[config.mk]
export PLATFORM = sky130hd
export DESIGN_NAME = spi_fifo_pair
export DESIGN_NICKNAME = d
export VERILOG_FILES = /design/src/rtl/spi_fifo_pkg.sv /design/src/rtl/spi_fifo_depth_sel.sv /design/src/rtl/spi_fifo_ring.sv /design/src/rtl/spi_fifo_pair.sv
export SDC_FILE = /design/constraint.sdc
export NUM_CORES = 2
export LEC_CHECK = 0
export ABC_CLOCK_PERIOD_IN_PS = 5000
export BUFFER_PORTS_ARGS = -buffer_cell sky130_fd_sc_hd__buf_2
export CORE_MARGIN = 2
export CORE_UTILIZATION = 62
export CTS_CLUSTER_SIZE = 28
export DETAILED_ROUTE_END_ITERATION = 16
export GPL_ROUTABILITY_DRIVEN = 0
export PLACE_DENSITY = 0.81
export SKIP_CTS_REPAIR_TIMING = 1
export SLEW_MARGIN = 20
export SYNTH_ARGS = -nofsm -noshare
export SYNTH_HDL_FRONTEND = slang
export SYNTH_SLANG_ARGS = --single-unit
[constraint.sdc]
create_clock -name clk -period 5 [get_ports clk]
set_input_delay 0.5 -clock clk [delete_from_list [all_inputs] [get_ports clk]]
set_output_delay 0.5 -clock clk [all_outputs]
set_load 0.05 [all_outputs]
[src/rtl/spi_fifo_pkg.sv]
package spi_fifo_pkg;

    // Occupancy class of one queue relative to its usable depth
    typedef enum logic [1:0] {
        OCC_EMPTY,
        OCC_PART,
        OCC_NEAR,
        OCC_FULL
    } occ_e;

    // Usable-depth mode selected by configuration writes
    typedef enum logic [1:0] {
        DM_COMPAT,
        DM_NARROW,
        DM_MID,
        DM_WIDE
    } dmode_e;

endpackage

[src/rtl/spi_fifo_depth_sel.sv]
module spi_fifo_depth_sel
    import spi_fifo_pkg::*;
#(
    parameter int CAP        = 32,
    parameter int SMALL      = 4,
    parameter int FSZ_W      = 6,
    parameter int NARROW_MAX = 8,
    parameter int MID_MAX    = 16,
    localparam int CW        = $clog2(CAP) + 1
) (
    input  logic             clk,
    input  logic             rst_n,
    input  logic             soft_rst,
    input  logic             cfg_wr,
    input  logic             cfg_big,
    input  logic [FSZ_W-1:0] cfg_fsize,
    output logic [CW-1:0]    depth_next
);

    localparam logic [FSZ_W-1:0] LIM_NARROW = FSZ_W'(NARROW_MAX);
    localparam logic [FSZ_W-1:0] LIM_MID    = FSZ_W'(MID_MAX);

    dmode_e mode_q, mode_d;

    // next-mode decision
    always_comb begin
        mode_d = mode_q;
        if (soft_rst) begin
            mode_d = DM_COMPAT;
        end else if (cfg_wr) begin
            if (!cfg_big)                     mode_d = DM_COMPAT;
            else if (cfg_fsize <= LIM_NARROW) mode_d = DM_NARROW;
            else if (cfg_fsize <= LIM_MID)    mode_d = DM_MID;
            else                              mode_d = DM_WIDE;
        end
    end

    // state register
    always_ff @(posedge clk or negedge rst_n) begin
        if (!rst_n) mode_q <= DM_COMPAT;
        else        mode_q <= mode_d;
    end

    // output: depth that holds after this edge
    always_comb begin
        unique case (mode_d)
            DM_COMPAT: depth_next = CW'(SMALL);
            DM_NARROW: depth_next = CW'(CAP);
            DM_MID:    depth_next = CW'(CAP / 2);
            DM_WIDE:   depth_next = CW'(CAP / 4);
            default:   depth_next = CW'(SMALL);
        endcase
    end

endmodule

[src/rtl/spi_fifo_ring.sv]
module spi_fifo_ring
    import spi_fifo_pkg::*;
#(
    parameter int W   = 32,
    parameter int CAP = 32,
    localparam int PW = $clog2(CAP),
    localparam int CW = PW + 1
) (
    input  logic          clk,
    input  logic          rst_n,
    input  logic          clr,
    input  logic [CW-1:0] depth_next,
    input  logic          push,
    input  logic [W-1:0]  wdata,
    input  logic          pop,
    output logic [W-1:0]  rdata,
    output logic          empty,
    output logic          full,
    output logic          full_next,
    output logic          drop
);

    logic [W-1:0]  mem [CAP];
    logic [PW-1:0] wr_ptr, rd_ptr;
    logic [CW-1:0] cnt_q, cnt_d;
    occ_e          occ_q, occ_d;
    logic          accept, take;

    // next-state: occupancy class from next count and next depth
    always_comb begin
        accept = push && (occ_q != OCC_FULL);
        take   = pop  && (occ_q != OCC_EMPTY);
        cnt_d  = cnt_q + CW'(accept) - CW'(take);
        if (clr)                                    occ_d = OCC_EMPTY;
        else if (cnt_d == '0)                       occ_d = OCC_EMPTY;
        else if (cnt_d >= depth_next)               occ_d = OCC_FULL;
        else if (cnt_d == depth_next - CW'(1))      occ_d = OCC_NEAR;
        else                                        occ_d = OCC_PART;
    end

    // state register and pointers
    always_ff @(posedge clk or negedge rst_n) begin
        if (!rst_n) begin
            occ_q  <= OCC_EMPTY;
            cnt_q  <= '0;
            wr_ptr <= '0;
            rd_ptr <= '0;
        end else if (clr) begin
            occ_q  <= OCC_EMPTY;
            cnt_q  <= '0;
            wr_ptr <= '0;
            rd_ptr <= '0;
        end else begin
            occ_q <= occ_d;
            cnt_q <= cnt_d;
            if (accept) wr_ptr <= wr_ptr + PW'(1);
            if (take)   rd_ptr <= rd_ptr + PW'(1);
        end
    end

    // storage
    always_ff @(posedge clk) begin
        if (accept && !clr) mem[wr_ptr] <= wdata;
    end

    // outputs
    always_comb begin
        empty     = 1'b0;
        full      = 1'b0;
        full_next = 1'b0;
        unique case (occ_q)
            OCC_EMPTY: empty     = 1'b1;
            OCC_PART:  ;
            OCC_NEAR:  full_next = 1'b1;
            OCC_FULL:  full      = 1'b1;
            default:   ;
        endcase
        rdata = (occ_q == OCC_EMPTY) ? '0 : mem[rd_ptr];
        drop  = push && (occ_q == OCC_FULL);
    end

endmodule

[src/rtl/spi_fifo_pair.sv]
module spi_fifo_pair
    import spi_fifo_pkg::*;
#(
    parameter int W     = 32,
    parameter int CAP   = 32,
    parameter int SMALL = 4,
    parameter int FSZ_W = 6
) (
    input  logic             clk,
    input  logic             rst_n,
    input  logic             soft_rst,
    input  logic             cfg_wr,
    input  logic             cfg_big,
    input  logic [FSZ_W-1:0] cfg_fsize,
    input  logic             tx_push,
    input  logic [W-1:0]     tx_wdata,
    input  logic             tx_pop,
    output logic [W-1:0]     tx_rdata,
    output logic             tx_empty,
    output logic             tx_full,
    output logic             tx_full_next,
    input  logic             rx_push,
    input  logic [W-1:0]     rx_wdata,
    input  logic             rx_pop,
    output logic [W-1:0]     rx_rdata,
    output logic             rx_empty,
    output logic             rx_full,
    output logic             rx_full_next,
    input  logic             ovf_clr,
    output logic             rx_ovf,
    output logic             rx_ovf_irq
);

    localparam int CW = $clog2(CAP) + 1;

    logic [CW-1:0] depth_next;
    logic          tx_drop_unused;
    logic          rx_drop;

    spi_fifo_depth_sel #(
        .CAP(CAP), .SMALL(SMALL), .FSZ_W(FSZ_W)
    ) u_depth (
        .clk(clk), .rst_n(rst_n), .soft_rst(soft_rst),
        .cfg_wr(cfg_wr), .cfg_big(cfg_big), .cfg_fsize(cfg_fsize),
        .depth_next(depth_next)
    );

    spi_fifo_ring #(.W(W), .CAP(CAP)) u_tx (
        .clk(clk), .rst_n(rst_n), .clr(soft_rst), .depth_next(depth_next),
        .push(tx_push), .wdata(tx_wdata), .pop(tx_pop), .rdata(tx_rdata),
        .empty(tx_empty), .full(tx_full), .full_next(tx_full_next),
        .drop(tx_drop_unused)
    );

    spi_fifo_ring #(.W(W), .CAP(CAP)) u_rx (
        .clk(clk), .rst_n(rst_n), .clr(soft_rst), .depth_next(depth_next),
        .push(rx_push), .wdata(rx_wdata), .pop(rx_pop), .rdata(rx_rdata),
        .empty(rx_empty), .full(rx_full), .full_next(rx_full_next),
        .drop(rx_drop)
    );

    // receive overflow: status cleared by a data read, interrupt by ovf_clr
    always_ff @(posedge clk or negedge rst_n) begin
        if (!rst_n) begin
            rx_ovf     <= 1'b0;
            rx_ovf_irq <= 1'b0;
        end else if (soft_rst) begin
            rx_ovf     <= 1'b0;
            rx_ovf_irq <= 1'b0;
        end else begin
            if (rx_drop)      rx_ovf <= 1'b1;
            else if (rx_pop)  rx_ovf <= 1'b0;
            if (rx_drop)      rx_ovf_irq <= 1'b1;
            else if (ovf_clr) rx_ovf_irq <= 1'b0;
        end
    end

endmodule

==> metrics.md <==
| Metric | Value |
|---|---|
| Status | `complete, no violations` |
| Pleak | `28.1 nW` |
| Core area | `129000 um2` |
| Worst-path fanout max | `40` |
| GRT Resource Usage Total | `0.320` |
| IO Count | `about 150` |
| Routing usage on met1 | `0.407` |
| Setup Skew | `between 0.03 and 0.04 ns` |
| WP data required | `between 4 and 5 ns` |
| PwrDens | `roughly 450 nW/um2` |
| Kind of critical path | `flip-flop to output port` |
| Initial Util | `0.625` |
| Commonest non-fill, non-tap cell in the layout | `edfxtp_1` |
| CTS HTree Levels | `4` |
| Distinct cells, synth | `48` |
| DP Cell Count | `about 5500` |
| Clock Sink Count | `2088` |
| Area Overhead vs Synth | `12.4%` |
| Clock-pin transition on the worst setup and hold timing paths | `roughly 0.06 ns` |
| Cts bufs inserted | `about 190` |
| CP Cell Sequence | `buf_12 > mux4_2 > a221oi_1 > o21ai_1 > and3_1 > buf_2` |
| Mapped Area | `between 80000 and 90000 um2` |
| Post-route cell area | `between 90000 and 100000 um2` |
| Post-synthesis xor/xnor area fraction | `0.00303` |
| Critical Path Sink Type | `output port` |
| Adder-Cell Fraction of Synth Area | `0.00590` |
| Setup TNS | `0 ns` |
| Bufs and invs on worst path | `2` |
| Placement-stage cell area | `84700 um2` |
| YS warnings | `0` |
| Worst EP arrival | `approximately 4.2 ns` |
| Die W | `approximately 370 um` |
| Worst-skew pair later-pin latency | `0.82 ns` |
| Largest family of logic cells by synthesized area | `multiplexers` |
| Hold Path Class | `input port to flip-flop` |
| Slew Limit Fails | `0` |
| Commonest non-fill, non-tap cells in the layout | `2048 x edfxtp_1, 510 x mux4_2, 196 x clkbuf_16` |
| Maxcap violations | `0` |
| Drt drc | `0` |
| Relative slew slack | `0.276` |
| Final antenna-violating net count | `0` |
| Syn avg cell area | `22.3 um2` |
| Ys flop type | `edfxtp_1` |
| IO buf count | `roughly 150` |
| Worst Setup SP | `u_rx.rd_ptr[0]` |
| Achievable clock frequency | `roughly 220 MHz` |
| CTS tree | `built` |
| FP Rows | `between 100 and 150` |
| VDD IR max | `0.000511 V` |
| Busiest layer in global routing | `met2` |
| Nets | `between 4000 and 5000` |
| Routed wire length | `roughly 210000 um` |
| Synth Area in Compound Gates | `0.0278` |
| Crit path time final | `4.65 ns` |
| Share of layout cells above drive strength 1 | `0.296` |
| Worst-Margin Slew | `~1.1 ns` |
| Mux cell area share after synthesis | `0.159` |
| Reg2Reg Launch Point | `u_tx.occ_q[0]` |
| Root Buffer | `clkbuf_16` |
| Pre-antenna DRT Iters | `6` |
| Die Ht | `between 300 and 400 um` |
| Fin crit share | `0.930` |
| Pin count of the biggest net entering global routing | `69` |
| First-pass GRT wire length | `between 300000 and 400000 um` |
| Net Count, Synth | `between 3000 and 4000` |
| Cells after Synth | `roughly 3600` |
| M2 GR Usage | `0.529` |
| Crit start category | `flip-flop` |
| Vias in the first global route | `42800` |
| Worst path max stage delay | `~0.91 ns` |
| Routed WL per cell | `roughly 36 um` |
| Final hold viol count | `0` |
| Register area share after synthesis | `0.772` |
| Die area | `between 100000 and 150000 um2` |
| Post-DR vias/cell | `a little over 7` |
| Number of setup violations in the final report | `0` |
| Dpl hpwl | `between 100000 and 150000 um` |
| Worst Hold Launch | `rx_pop` |
| RSZ-0062 raised after global routing | `false` |
| Crit path max-delay family | `compound AO/OA/AOI/OAI gates` |
| Initial antenna violation count | `17` |
| Slowest stage cell, crit path | `a221oi_1` |
| Grt ovf | `0` |
| Grt met3 use | `0.0715` |
| Synthesized flop and latch total | `about 2100` |
| Iter 0 DRT Violations | `between 6000 and 7000` |
| Post-Layout Cell Count | `5842` |
| Routed vias | `around 42000` |
| Simple-Gate Fraction of Synth Area | `0.0175` |
| Post-synth ARST share | `0.0192` |
| Number of synthesized flops with an enable pin | `between 2000 and 2500` |
| Max clock buf depth | `3` |
Yosys cell counts (all sizes together), types with 43 or more instances:
cell type     n  area share
and3         57      0.0044
a21oi        67      0.0041
mux2i       121       0.015
o21ai        63      0.0039
edfxtp     2048        0.76
clkbuf       89      0.0041
buf         112      0.0087
nand2        84      0.0039
inv          43      0.0020
a221oi      128       0.016
mux4        512        0.14
nor2        103      0.0048
metal layers:
layer | wire [um] | share of wire
met1 | 68300 | 0.33
met2 | 105000 | 0.50
met3 | 23800 | 0.11
met4 | 11400 | 0.055
met5 | 92 | 0.00044
final timing paths:
kind                               endpoint  slack, ns  cells after the start
max                            rx_rdata[15]       0.35                      6
min                                  rx_ovf       0.04                      3
max reg2reg                u_tx.mem[16][28]       0.90                      7
min reg2reg                          rx_ovf       0.54                      2
max in group asynchronous    u_tx.rd_ptr[0]       4.23                      3
min in group asynchronous            rx_ovf       0.28                      3
power breakdown:
group          internal, mW  total, mW  switching (mW)  leakage (nW)
Clock                  8.07       14.6            6.50          3.01
Combinational          2.65       6.55            3.90          6.20
Sequential             19.4       19.6           0.222          18.9
Total                  30.1       40.7            10.6          28.1
metrics by stage:
step	utilization	hold slack [ns]	setup WS, ns	power (mW)
3_3_place_gp	0.654	0.523	1.10	26.3
6_report	0.703	0.0450	0.349	40.7
2_1_floorplan	-	0.204	1.50	24.7
3_5_place_dp	0.654	0.531	1.02	26.4
5_1_grt	0.703	0.0258	0.202	41.8
4_1_cts	0.703	-0.274	0.329	40.8
final cells by class:
| type | instances | area [um2] |
|---|---|---|
| Antenna cell | 6 | 15.0 |
| Clock buffer | 234 | 5060 |
| Clock inverter | 123 | 1170 |
| Fill cell | 7165 | 38500 |
| Inverter | 44 | 165 |
| Multi-Input combinational cell | 1300 | 17700 |
| Sequential cell | 2088 | 62500 |
| Tap cell | 1742 | 2180 |
| Timing Repair Buffer | 305 | 2140 |
cell families (layout without fill, tap and decap cells):
kind of cell | after synthesis | in the layout
DFF | 2088 | 2088
muxes | 642 | 642
and+or+nand+nor | 299 | 299
buffers and inverters | 245 | 706
adders and majority gates | 37 | 37
AOI/OAI and AO/OA | 294 | 294
other | 0 | 6
xor gates and xnor gates | 28 | 28
worst register-to-register path: stages, from the launching register on:
cell     delay, ns
dfrtp_1       0.56
and2_1        0.30
nor2b_1       0.26
buf_4         0.25
nor2b_1       0.45
nand2_1       0.61
nor2_4        0.86
buf_4         0.44
registers in the layout, indices dropped and copies added (netlist names), 2 cells and up:
| signal | flops |
|---|---|
| u_rx.mem | 1024 |
| u_rx.occ_q | 2 |
| u_tx.cnt_q | 6 |
| u_tx.mem | 1024 |
| u_tx.wr_ptr | 5 |
| u_depth.mode_q | 2 |
| u_tx.rd_ptr | 5 |
| u_rx.cnt_q | 6 |
| u_rx.wr_ptr | 5 |
| u_rx.rd_ptr | 5 |
| u_tx.occ_q | 2 |
(Power assumes the default switching activity.)
